<file path="src/rtl/icu_pkg.sv">
package icu_pkg;
  // per-bank register offsets
  localparam logic [7:0] OFS_PEND   = 8'h00;
  localparam logic [7:0] OFS_ENABLE = 8'h04;
  localparam logic [7:0] OFS_RAISE  = 8'h08;
  localparam logic [7:0] OFS_ACTIVE = 8'h0C;

  // write strobes delivered to one bank
  typedef struct packed {
    logic clr;
    logic ena;
    logic raise;
  } bank_wr_t;
endpackage

</file>
<file path="src/rtl/icu_edge_det.sv">
module icu_edge_det #(
  parameter int unsigned N = 32
) (
  input  logic         clk,
  input  logic         rst_n,
  input  logic [N-1:0] line_i,
  output logic [N-1:0] rise_o
);
  logic [N-1:0] prev_q, prev_d;

  always_comb prev_d = line_i;

  always_ff @(posedge clk or negedge rst_n) begin
    if (!rst_n) prev_q <= '0;
    else        prev_q <= prev_d;
  end

  assign rise_o = line_i & ~prev_q;
endmodule

</file>
<file path="src/rtl/icu_prio_enc.sv">
module icu_prio_enc #(
  parameter int unsigned N  = 32,
  parameter int unsigned IW = 6
) (
  input  logic [N-1:0]  req_i,
  output logic [IW-1:0] code_o
);
  // lowest-numbered request wins; code is index + 1, zero when idle
  always_comb begin
    code_o = '0;
    for (int i = N - 1; i >= 0; i--) begin
      if (req_i[i]) code_o = IW'(i + 1);
    end
  end
endmodule

</file>
<file path="src/rtl/icu_bank.sv">
module icu_bank
  import icu_pkg::*;
#(
  parameter int unsigned N  = 32,
  parameter int unsigned IW = 6
) (
  input  logic          clk,
  input  logic          rst_n,
  input  logic [N-1:0]  line_i,
  input  bank_wr_t      wr_i,
  input  logic [N-1:0]  wdata_i,
  output logic [N-1:0]  pend_o,
  output logic [N-1:0]  enable_o,
  output logic [N-1:0]  active_o,
  output logic [IW-1:0] code_o,
  output logic          irq_o
);
  logic [N-1:0] pend_q, pend_d;
  logic [N-1:0] en_q, en_d;
  logic         irq_q, irq_d;
  logic [N-1:0] rise;
  logic [N-1:0] clr_mask, set_mask;
  logic [N-1:0] active;

  icu_edge_det #(.N(N)) u_edge (
    .clk    (clk),
    .rst_n  (rst_n),
    .line_i (line_i),
    .rise_o (rise)
  );

  assign active = pend_q & en_q;

  icu_prio_enc #(.N(N), .IW(IW)) u_enc (
    .req_i  (active),
    .code_o (code_o)
  );

  // next state: hardware and software sets override a concurrent clear
  always_comb begin
    clr_mask = wr_i.clr   ? wdata_i : '0;
    set_mask = wr_i.raise ? wdata_i : '0;
    pend_d   = (pend_q & ~clr_mask) | rise | set_mask;
    en_d     = wr_i.ena ? wdata_i : en_q;
    irq_d    = |active;
  end

  always_ff @(posedge clk or negedge rst_n) begin
    if (!rst_n) begin
      pend_q <= '0;
      en_q   <= '0;
      irq_q  <= 1'b0;
    end else begin
      pend_q <= pend_d;
      if (wr_i.ena) en_q <= en_d;
      irq_q  <= irq_d;
    end
  end

  assign pend_o   = pend_q;
  assign enable_o = en_q;
  assign active_o = active;
  assign irq_o    = irq_q;

  // written ones are gone after a clear unless an edge fired
  assert_w1c_R2: assert property (@(posedge clk) disable iff (!rst_n)
    (wr_i.clr && !wr_i.raise) |=> ((pend_q & $past(wdata_i) & ~$past(rise)) == '0));
  // request-set raises every written one
  assert_raise_R4: assert property (@(posedge clk) disable iff (!rst_n)
    wr_i.raise |=> (($past(wdata_i) & ~pend_q) == '0));
  // a hardware edge is never lost
  assert_edge_wins_R9: assert property (@(posedge clk) disable iff (!rst_n)
    (|rise) |=> (($past(rise) & ~pend_q) == '0));
  // output follows the active set one edge later
  assert_out_high_R7: assert property (@(posedge clk) disable iff (!rst_n)
    (|active) |=> irq_q);
  assert_out_low_R7: assert property (@(posedge clk) disable iff (!rst_n)
    !(|active) |=> !irq_q);
  // vector code points at the lowest active line
  assert_vec_lowest_R6: assert property (@(posedge clk) disable iff (!rst_n)
    (code_o != '0) |-> (active[code_o - 1'b1] &&
      ((active & ((N'(1) << (code_o - 1'b1)) - N'(1))) == '0)));
  assert_vec_none_R6: assert property (@(posedge clk) disable iff (!rst_n)
    (code_o == '0) |-> (active == '0));
endmodule

</file>
<file path="src/rtl/mbank_irq_ctrl.sv">
module mbank_irq_ctrl
  import icu_pkg::*;
#(
  parameter int unsigned NUM_BANKS      = 5,
  parameter int unsigned LINES_PER_BANK = 32,
  parameter int unsigned ADDR_W         = 8,
  parameter int unsigned BANK_STRIDE    = 40
) (
  input  logic                                clk,
  input  logic                                rst_n,
  input  logic [NUM_BANKS*LINES_PER_BANK-1:0] irq_in,
  input  logic                                reg_en,
  input  logic                                reg_we,
  input  logic [ADDR_W-1:0]                   reg_addr,
  input  logic [LINES_PER_BANK-1:0]           reg_wdata,
  output logic [LINES_PER_BANK-1:0]           reg_rdata,
  output logic [NUM_BANKS-1:0]                bank_irq
);
  localparam int unsigned N        = LINES_PER_BANK;
  localparam int unsigned IW       = $clog2(N) + 1;
  localparam int unsigned VEC_W    = NUM_BANKS * IW;
  localparam int unsigned VEC_ADDR = NUM_BANKS * BANK_STRIDE;

  logic [N-1:0]     pend_a   [NUM_BANKS];
  logic [N-1:0]     en_a     [NUM_BANKS];
  logic [N-1:0]     act_a    [NUM_BANKS];
  logic [IW-1:0]    code_a   [NUM_BANKS];
  bank_wr_t         wr_a     [NUM_BANKS];
  logic [VEC_W-1:0] vec;
  logic             wr_go;

  assign wr_go = reg_en & reg_we;

  for (genvar b = 0; b < NUM_BANKS; b++) begin : g_bank
    localparam int unsigned BASE = b * BANK_STRIDE;

    always_comb begin
      wr_a[b].clr   = wr_go && (reg_addr == ADDR_W'(BASE + OFS_PEND));
      wr_a[b].ena   = wr_go && (reg_addr == ADDR_W'(BASE + OFS_ENABLE));
      wr_a[b].raise = wr_go && (reg_addr == ADDR_W'(BASE + OFS_RAISE));
    end

    icu_bank #(.N(N), .IW(IW)) u_bank (
      .clk      (clk),
      .rst_n    (rst_n),
      .line_i   (irq_in[b*N +: N]),
      .wr_i     (wr_a[b]),
      .wdata_i  (reg_wdata),
      .pend_o   (pend_a[b]),
      .enable_o (en_a[b]),
      .active_o (act_a[b]),
      .code_o   (code_a[b]),
      .irq_o    (bank_irq[b])
    );

    assign vec[b*IW +: IW] = code_a[b];
  end

  // read mux; unmapped and write-only locations return zero
  always_comb begin
    reg_rdata = '0;
    if (reg_en && !reg_we) begin
      for (int b = 0; b < NUM_BANKS; b++) begin
        if (reg_addr == ADDR_W'(b * BANK_STRIDE + OFS_PEND))   reg_rdata = pend_a[b];
        if (reg_addr == ADDR_W'(b * BANK_STRIDE + OFS_ENABLE)) reg_rdata = en_a[b];
        if (reg_addr == ADDR_W'(b * BANK_STRIDE + OFS_ACTIVE)) reg_rdata = act_a[b];
      end
      if (reg_addr == ADDR_W'(VEC_ADDR)) reg_rdata[VEC_W-1:0] = vec;
    end
  end

  // at most one bank strobe per write
  assert_one_target_R10: assert property (@(posedge clk) disable iff (!rst_n)
    $onehot0({wr_a[0], wr_a[1], wr_a[2], wr_a[3], wr_a[4]}));
  // with every enable clear no bank output rises
  assert_quiet_R11: assert property (@(posedge clk) disable iff (!rst_n)
    ({en_a[0], en_a[1], en_a[2], en_a[3], en_a[4]} == '0) |=> (bank_irq == '0));
endmodule

</file>
<file path="config.mk">
export PLATFORM = sky130hd
export DESIGN_NAME = mbank_irq_ctrl
export DESIGN_NICKNAME = d
export VERILOG_FILES = /design/src/rtl/icu_pkg.sv /design/src/rtl/icu_edge_det.sv /design/src/rtl/icu_prio_enc.sv /design/src/rtl/icu_bank.sv /design/src/rtl/mbank_irq_ctrl.sv
export SDC_FILE = /design/constraint.sdc
export NUM_CORES = 1
export LEC_CHECK = 0
export BUFFER_PORTS_ARGS = -buffer_cell sky130_fd_sc_hd__buf_4
export CAP_MARGIN = 20
export CORE_UTILIZATION = 51
export CTS_BUF_LIST = sky130_fd_sc_hd__clkbuf_16
export DETAILED_ROUTE_END_ITERATION = 16
export HOLD_SLACK_MARGIN = 0.05
export PLACE_DENSITY = 0.75
export SLEW_MARGIN = 20
export SYNTH_ARGS = -nofsm -noshare
export SYNTH_HDL_FRONTEND = slang
export SYNTH_SLANG_ARGS = --single-unit
</file>
<file path="constraint.sdc">
create_clock -name clk -period 7.6 [get_ports clk]
set_input_delay 1.52 -clock clk [delete_from_list [all_inputs] [get_ports clk]]
set_output_delay 1.52 -clock clk [all_outputs]
set_load 0.05 [all_outputs]
</file>
* After elaboration in Yosys (flattened, before gate mapping) *
Cells that the tools add are included.

operators by class
  eq/ne operators = 20
  muxes and demuxes = 187
  bitwise logic cells = 36
  reduce and logical (&&, ||, !) cells = 23

operator list
  kind                                                                   count
  6-bit two-way mux                                                      160
  32-bit two-way mux                                                     26
  32-bit bitwise AND                                                     15
  32-bit inverter                                                        10
  32-bit OR                                                              10
  32-bit OR reduction                                                    5
  8-bit equality test, second input constant                             7
  8-bit by 7-bit equality test with 1-bit output, second input constant  6
  8-bit by 6-bit equality test with 1-bit output, second input constant  4
  30-bit two-way mux                                                     1
  8-bit by 4-bit equality test with 1-bit output, second input constant  2
  1-bit logical AND                                                      16
  8-bit by 3-bit equality test with 1-bit output, second input constant  1
  8-bit logical NOT                                                      1
  1-bit bitwise AND                                                      1
  1-bit logical NOT                                                      1

word-level totals
  bits in registers = 485
  input port bits = 204
  word-level logic and storage cells = 286

* Longest topological paths before layout *
Gate-level depths: netlist (run 1).

  word-level depth = 35
  mapped depth = 11
  gate-level depth less buffers = 7

* By module *
A second synthesis (run 1) with hierarchy kept.

second synthesis, totals
  cell total of the unflattened synthesis = 2,703
  area, all modules = 27,560.2 µm²

by module, submodules not included
  module          times used  cells an instance  area an instance (µm²)
  icu_bank        5           216                2,762.6
  icu_edge_det    5           64                 1,241.2
  mbank_irq_ctrl  1           958                5,739.3
  icu_prio_enc    5           69                 360.3

* Worst setup path before layout (run 1) *
Ideal clock, no wire load.

  kind = in2out
  from = input reg_addr[3]
  to = output reg_rdata[14]
  arrival time = 4,661 ps
  data required time = 6,080 ps
  slack = 1,419 ps
  stages on the path = 8
  path buffers = 2
  cells stage by stage = buf_2 > or4_1 > nor2_1 > buf_2 > a221oi_1 > nand3_1 > a21oi_1 > nor4b_1

on the way
  word-level cells in the longest chain between the ends = 18

RTL lines
  element                 line                  source
  start: declaration      mbank_irq_ctrl.sv:14  input logic [ADDR_W-1:0] reg_addr,
  8-bit logical NOT       mbank_irq_ctrl.sv:64  if (reg_addr == ADDR_W'(b * BANK_STRIDE + OFS_PEND)) reg_rdata = pend_a[b];
  32-bit two-way mux      mbank_irq_ctrl.sv:64
  32-bit two-way mux      mbank_irq_ctrl.sv:65  if (reg_addr == ADDR_W'(b * BANK_STRIDE + OFS_ENABLE)) reg_rdata = en_a[b];
  32-bit two-way mux      mbank_irq_ctrl.sv:66  if (reg_addr == ADDR_W'(b * BANK_STRIDE + OFS_ACTIVE)) reg_rdata = act_a[b];
  32-bit two-way mux      mbank_irq_ctrl.sv:64
  32-bit two-way mux      mbank_irq_ctrl.sv:65
  32-bit two-way mux      mbank_irq_ctrl.sv:66
  32-bit two-way mux      mbank_irq_ctrl.sv:64
  (+2 left out)           --
  32-bit two-way mux      mbank_irq_ctrl.sv:64
  32-bit two-way mux      mbank_irq_ctrl.sv:65
  32-bit two-way mux      mbank_irq_ctrl.sv:66
  32-bit two-way mux      mbank_irq_ctrl.sv:64
  32-bit two-way mux      mbank_irq_ctrl.sv:65
  32-bit two-way mux      mbank_irq_ctrl.sv:66
  30-bit two-way mux (*)  mbank_irq_ctrl.sv:68  if (reg_addr == ADDR_W'(VEC_ADDR)) reg_rdata[VEC_W-1:0] = vec;
  32-bit two-way mux (*)  mbank_irq_ctrl.sv:62  if (reg_en && !reg_we) begin
  end: declaration        mbank_irq_ctrl.sv:16  output logic [LINES_PER_BANK-1:0] reg_rdata,

Mark *: on every way between the ends. The rest lies on a longest branch, timed or not.

* Worst setup path in the final report (run 1) *
  from = input reg_addr[2]
  to = output reg_rdata[18]

Same word-level chain as after synthesis.

==> out/results.txt, run 1 <==
Period utilization = 0.8376
CP Launch Type = primary input
R2r setup slk = 4.59 ns
DIE WIDTH = 222.8 µm
Relative slew margins = 0.1471
Power per cell area = 194.0 nW/µm²
Post-Syn Nets = 2761
Cts hold-fix bufs = 0
Top cells by area, synth = dfrtp_1, nand2_1, a221o_1
Flip-flop and latch area = 12140 µm²
Gr ovfl total = 0
LEAKAGE = 12.14 nW
Top-count cell post-synth = nand2_1
Rows = 80
Vias in the first global route = 23580
Max cap viols = 0
Top cell type's share of synthesized area = 0.4880
Post-DP HPWL = 82630 µm
Largest net degree at the start of global routing = 165
Final ANT Viol Nets = 0
Max incr delay on CP = 0.68 ns
Clock Latency Late Sink = 0.61 ns
Multi-input combinational cell area = 12060 µm²
Reg2reg start = g_bank[1].u_bank.enable_o[20]$_DFFE_PN0P_
CTS Buffer Depth = 3
DR pass1 iterations = 9
Initial antenna violation count = 4
Post-Route Utilization = 0.6044
Routed wire length = 116300 µm
WP data required = 6.08 ns
Via count = 24300
Worst EP arrival = 4.85 ns
Setup TNS = 0 ns
Cell accounting for the most synthesized area = dfrtp_1
Max Slew Vio Count = 0
TritonCTS Buffers = 49
CTS Sinks = 485
Top Ports = 241
Per-cell routed wire length = 34.14 µm
Residual DRC = 0
Share of layout cells above drive strength 1 = 0.2032
Core Area = 47950 µm²
Worst hold path stage count = 1
Area post-placement = 27530 µm²
Critical path class = primary input to output port
Pre-CTS WS = 1.374 ns
Post CTS Setup Buffer Count = 0
Asr flop ratio synth = 1.000
Die height = 222.8 µm
Crit path max fanout = 49
Worst path cell trace = buf_4 -> or4b_1 -> nor2_1 -> buf_4 -> a221o_1 -> o32ai_1 -> a21oi_1 -> nor3_1 -> nor4_1 -> buf_4
Final non-filler cell area = 28980 µm²
CTS Root Cell = clkbuf_16
Yosys cell types = 79
CTS tree = yes
Seq/Total Area, Yosys = 0.4880
Mean Syn Cell Area = 9.726 µm²
Fin crit period = 6.366 ns
Htree depth = 2
Via density = 7.135
RSZ-0062 raised after global routing = false
Final setup fails = 0
Status = finished clean
Port Buffers = 240
PnR Total Power = 5.622 mW
Post-Syn Area = 24870 µm²
Post-synth top cells = nand2_1, dfrtp_1, nor2b_1
Post-CTS sizing = 0
First-pass GRT wire length = 164600 µm
Final hold violation count = 0
Slew @ Worst Pin = 1.275 ns
# nets final = 2963
Post-synthesis cell count = 2557
Slowest-stage cell, CP = or4b_1
Die ar. = 49650 µm²
Max Clock Freq = 157.1 MHz
Starting Density = 0.5187
Top FF cell, synth = dfrtp_1
Worst VDD drop = 0.0002499 V
Critical path capture point type = output port
Critical path's most frequent cell = buf_4
Critical R2R Capture = g_bank[1].u_bank.irq_o$_DFF_PN0_
Fillers = 3963
Area delta synth->final = 16.53%
Layout Skew = 0.01663 ns
Gr usage total = 0.4650
FF-to-FF path depth = 5
Iter 0 DRT Violations = 3744
Worst hold path class = flip-flop to flip-flop
Number of flops mapped to enable cells by yosys = 0
#FFs+latches synth = 485
Hold Crit Start = g_bank[3].u_bank.enable_o[11]$_DFFE_PN0P_
Worst Hold Path EP = g_bank[3].u_bank.enable_o[11]$_DFFE_PN0P_
GPL Wtd Cong = 1.070
Worst setup margin = 1.234 ns
Clock Pin Slew Worst Setup and Hold Paths = 0.06 ns
Yosys warnings = 0
## metal layers
| metal | up-vias | share of wire | GRT usage |
|---|---|---|---|
| met5 | - | 0.00016 | 0.002933 |
| met3 | 419 | 0.13 | 0.1263 |
| met2 | 1900 | 0.42 | 0.6685 |
| met1 | 12090 | 0.39 | 0.6302 |
| li1 | 9892 | - | - |
| met4 | 2 | 0.068 | 0.2699 |
## worst max-delay path by stage
stage | from | endpoint | slack (ns) | cells past startpoint
after floorplan | reg_addr[3] | reg_rdata[14] | 1.42 | 8
after global routing | reg_addr[2] | reg_rdata[14] | 1.21 | 10
after global placement | reg_addr[2] | reg_rdata[22] | 1.08 | 10
after CTS | reg_addr[2] | reg_rdata[14] | 1.37 | 10
after detailed placement | reg_addr[2] | reg_rdata[14] | 1.37 | 10
final | reg_addr[2] | reg_rdata[18] | 1.23 | 10
## cell families (layout without fill, tap and decap cells)
kind of cell	count (synthesis)	count (layout)	share of synthesized area
flops	485	485	0.4880
buf+inv	193	426	0.03330
other cells	0	1	0
compound gates	753	753	0.2240
simple gates	970	970	0.1842
mux	156	156	0.07053
## power by group
part | leakage (nW) | internal (mW) | switching (mW)
Combinational | 5.89 | 0.211 | 0.429
Clock | 0.755 | 1.23 | 1.04
Sequential | 5.49 | 2.66 | 0.0523
Total | 12.1 | 4.10 | 1.52
## cell usage in the layout (no fill, tap or decap), types with 5 or more instances in the layout
cell type    n
a222oi_1     7
o21ai_0    122
o22ai_1      5
nor2_2      10
and2_1      12
nand4_1     17
o221ai_1    13
buf_4      320
a32oi_1     11
a31oi_1     25
nor3_1      11
a311oi_1     6
nand3_1     66
nand2b_1    11
nor2_1      83
a21oi_1    153
mux2_1      15
or3_1        6
a22oi_1     63
a221o_1    166
o32ai_1      7
a22o_1      17
nor2_4       5
a211oi_1    25
o2111ai_1   10
and3_1      21
o211ai_1    24
clkbuf_16   51
clkinv_1     9
mux2_2     139
a221oi_1    28
inv_1       31
a21o_1       6
dfrtp_1    485
a21boi_0     7
nor4_1       8
a32o_1      13
nand2_1    513
nor2b_1    167
## per-stage QoR
| step | instances | hold slack (ns) |
|---|---|---|
| after floorplan | 2557 | 0.4709 |
| after global placement | 3321 | 0.5054 |
| after detailed placement | 3323 | 0.5255 |
| after CTS | 3405 | 0.5372 |
| after global routing | 3405 | 0.5633 |
| final | 3406 | 0.5473 |
## sequential cells by signal, summed over array words and instances, names as in the netlist
name / flops
g_bank.u_bank.u_edge.prev_q: 160
g_bank.u_bank.enable_o: 160
g_bank.u_bank.irq_o: 5
g_bank.u_bank.pend_o: 160
## cell type report
cell class	instances	area share
inverters	18	0.002331
multi-input cells	1879	0.4161
flip-flops and latches	485	0.4188
clock buffers	51	0.04404
well taps	615	0.02655
repair buffers	326	0.08639
diodes	1	0.00008635
clock inverters	31	0.005742
## critical path, delay by kind of cell
family / cells / cell delay [ns]
and+or+nand+nor: 4 / 1.79
buffers and inverters: 3 / 1.08
AOI/OAI and AO/OA: 3 / 0.44
Power figures use the tool's default switching activity.
==> inputs of run 2 (changes only) <==
--- a/config.mk
+++ b/config.mk
@@ -5,13 +5,14 @@
 export SDC_FILE = /design/constraint.sdc
 export NUM_CORES = 1
 export LEC_CHECK = 0
+export ABC_AREA = 1
 export BUFFER_PORTS_ARGS = -buffer_cell sky130_fd_sc_hd__buf_4
 export CAP_MARGIN = 20
 export CORE_UTILIZATION = 51
 export CTS_BUF_LIST = sky130_fd_sc_hd__clkbuf_16
 export DETAILED_ROUTE_END_ITERATION = 16
 export HOLD_SLACK_MARGIN = 0.05
-export PLACE_DENSITY = 0.75
+export PLACE_DENSITY = 0.76
 export SLEW_MARGIN = 20
 export SYNTH_ARGS = -nofsm -noshare
 export SYNTH_HDL_FRONTEND = slang
==> constraint.sdc (replaced) <==
create_clock -name clk -period 6.1 [get_ports clk]
set_input_delay 1.22 -clock clk [delete_from_list [all_inputs] [get_ports clk]]
set_output_delay 1.22 -clock clk [all_outputs]
set_load 0.05 [all_outputs]
==> run 2 against run 1 <==
  * Largest power group unchanged
  * Via count fell by 7.2%
  * Critical path type unchanged
  * Cell count rose by 10%
  * Clock-buffer cell count rose by 4
  * Total power rose by 31%
  * Sequential power rose by 24%
  * Sequential share of layout area rose by 2.0 points
==> out/results.txt, run 2 <==
Area delta synth->final = 17.52%
Max Slew Vio Count = 0 (unchanged)
RSZ-0062 raised after global routing = false
Htree depth = 2 (unchanged)
Setup TNS = 0 ns (unchanged)
Share of layout cells above drive strength 1 = 0.1384 (-0.06487)
Cell accounting for the most synthesized area = dfrtp_1
Critical path capture point type = output port
Post-synthesis cell count = 2889 (+13%)
Post-Syn Area = 23560 µm² (-5.3%)
Core Area = 45480 µm² (-5.1%)
Top delay family on crit path = simple AND/OR/NAND/NOR gates
DIE WIDTH = 216.9 µm (-2.7%)
Critical path class = primary input to output port
Rows = 78 (-2.5%)
Critical path's most frequent cell = o21ai_0
Yosys warnings = 0 (unchanged)
Post-CTS sizing = 0 (unchanged)
Top-count cell post-synth = nand2_1
Hold Crit Start = g_bank[0].u_bank.u_edge.prev_q[31]$_DFF_PN0_
#FFs+latches synth = 485 (unchanged)
CP Buf/Inv Count = 5 (+2)
Max Clock Freq = 176.6 MHz
Worst VDD drop = 0.0002160 V (-14%)
CTS Sinks = 485 (unchanged)
Port Buffers = 240 (unchanged)
Cts hold-fix bufs = 0 (unchanged)
Gr ovfl total = 0 (unchanged)
Initial antenna violation count = 2 (-2)
CTS tree = yes
Top cells by area, synth = dfrtp_1, nand2_1, o21ai_0
Routed wire length = 83490 µm (-28%)
Gr usage total = 0.3550 (-0.1100)
Seq/Total Area, Yosys = 0.5152 (+0.02722)
Via count = 22560 (-7.2%)
Reg2reg start = g_bank[2].u_bank.pend_o[19]$_DFF_PN0_
Via density = 6.024 (-16%)
Worst setup startpoint = reg_addr[0]
Crit path max fanout = 54 (+10%)
PnR Total Power = 7.357 mW (+31%)
CP Launch Type = primary input
Relative slew margins = 0.2663 (+0.1193)
Final setup fails = 0 (unchanged)
Power per cell area = 265.8 nW/µm² (+37%)
Hold Slack = 0.4248 ns (-0.1225 ns)
Slowest-stage cell, CP = o21ai_0
Final ANT Viol Nets = 0 (unchanged)
Final hold violation count = 0 (unchanged)
Die ar. = 47050 µm² (-5.2%)
Layout Skew = 0.01993 ns (+0.003304 ns)
Number of flops mapped to enable cells by yosys = 0 (unchanged)
Die height = 216.9 µm (-2.7%)
First-pass GRT wire length = 126100 µm (-23%)
Top Ports = 241 (unchanged)
Clock Latency Late Sink = 0.61 ns (about the same)
Clock Pin Slew Worst Setup and Hold Paths = 0.06 ns (about the same)
DR pass1 iterations = 6 (-3)
Status = finished clean
Post-DP HPWL = 59970 µm (-27%)
Top cell type's share of synthesized area = 0.5152 (+0.02722)
Starting Density = 0.5180 (-0.0007456)
Worst hold path class = flip-flop to flip-flop
CTS Buffer Depth = 3 (unchanged)
Vias in the first global route = 21350 (-9.4%)
Slew @ Worst Pin = 1.101 ns (-0.1742 ns)
WP data required = 4.88 ns (-1.20 ns)
Period utilization = 0.9285
CTS Root Cell = clkbuf_16
Post-synth top cells = nand2_1, dfrtp_1, o21ai_0
Most frequent cells in the layout = nand2_1, dfrtp_1, o21ai_0
Iter 0 DRT Violations = 3041 (-19%)
Worst path cell trace = buf_4 -> inv_1 -> nand2_2 -> nor3_1 -> inv_1 -> nor2_4 -> inv_2 -> nor2_1 -> nor2_1 -> a22oi_1 -> o211ai_1 -> o21ai_0 -> nand3_1 -> o21ai_0 -> nand3_1 -> o21ai_0 -> a21oi_1 -> buf_4
Mean Syn Cell Area = 8.154 µm² (-16%)
Worst EP arrival = 4.44 ns (-0.41 ns)
Post CTS Setup Buffer Count = 0 (unchanged)
Yosys cell types = 47 (-41%)
Per-cell routed wire length = 22.29 µm (-35%)
Post-Syn Nets = 3093 (+12%)
TritonCTS Buffers = 53 (+8.2%)
GPL Wtd Cong = 0.9827 (-8.2%)
# nets final = 3307 (+12%)
Most common cell after layout, fill and taps aside = nand2_1
LEAKAGE = 12.72 nW (+4.8%)
Max cap viols = 0 (unchanged)
Max incr delay on CP = 0.40 ns (-0.28 ns)
Residual DRC = 0 (unchanged)
Fin crit period = 5.664 ns
Asr flop ratio synth = 1.000 (unchanged)
Top FF cell, synth = dfrtp_1
Largest net degree at the start of global routing = 128 (-22%)
## run 2: path summary, 6_finish.rpt
check	end	slack (ns)	cells after the start
max	reg_rdata[0]	0.44	18
min	g_bank[0].u_bank.pend_o[31]$_DFF_PN0_	0.42	1
max reg2reg	g_bank[2].u_bank.irq_o$_DFF_PN0_	4.28	6
min reg2reg	g_bank[0].u_bank.pend_o[31]$_DFF_PN0_	0.42	1
max in group asynchronous	g_bank[0].u_bank.u_edge.prev_q[17]$_DFF_PN0_	4.14	2
min in group asynchronous	g_bank[4].u_bank.u_edge.prev_q[30]$_DFF_PN0_	0.67	1
## run 2: kinds of logic after synthesis
family,Yosys count,synth area share
AOI/OAI and AO/OA,805,0.2131
buffers and inverters,378,0.06554
DFF,485,0.5152
and+or+nand+nor,1221,0.2061
## run 2: layout make-up
type | instances | area [µm²]
Antenna cell | 1 | 2.502
Clock buffer | 55 | 1376
Clock inverter | 41 | 357.8
Fill cell | 4108 | 17800
Inverter | 249 | 934.6
Multi-Input combinational cell | 2026 | 9905
Sequential cell | 485 | 12140
Tap cell | 600 | 750.7
Timing Repair Buffer | 288 | 2220
## run 2: through the flow
step                instances    util  instance area, µm²  worst slack [ns]
detailed placement       3648  0.5705               25950            0.6051
global route             3745  0.6087               27680            0.1941
floorplan                2889       -               23560             1.244
global placement         3648  0.5705               25950            0.6657
CTS                      3744  0.6086               27680            0.5771
finish                   3745  0.6087               27680            0.4362
## run 2: power by group
group / switching [mW] / internal, mW
sequential: 0.0472 / 3.32
combinational: 0.526 / 0.234
clock: 1.35 / 1.88
total: 1.93 / 5.43
## run 2: routing by layer
| metal | part of all wire | global-route usage | vias up |
|---|---|---|---|
| met5 | 0 | 0 | - |
| met4 | 0.031 | 0.1164 | 0 |
| met3 | 0.12 | 0.09658 | 167 |
| met2 | 0.43 | 0.5222 | 1385 |
| met1 | 0.42 | 0.5083 | 10870 |
| li1 | - | - | 10140 |
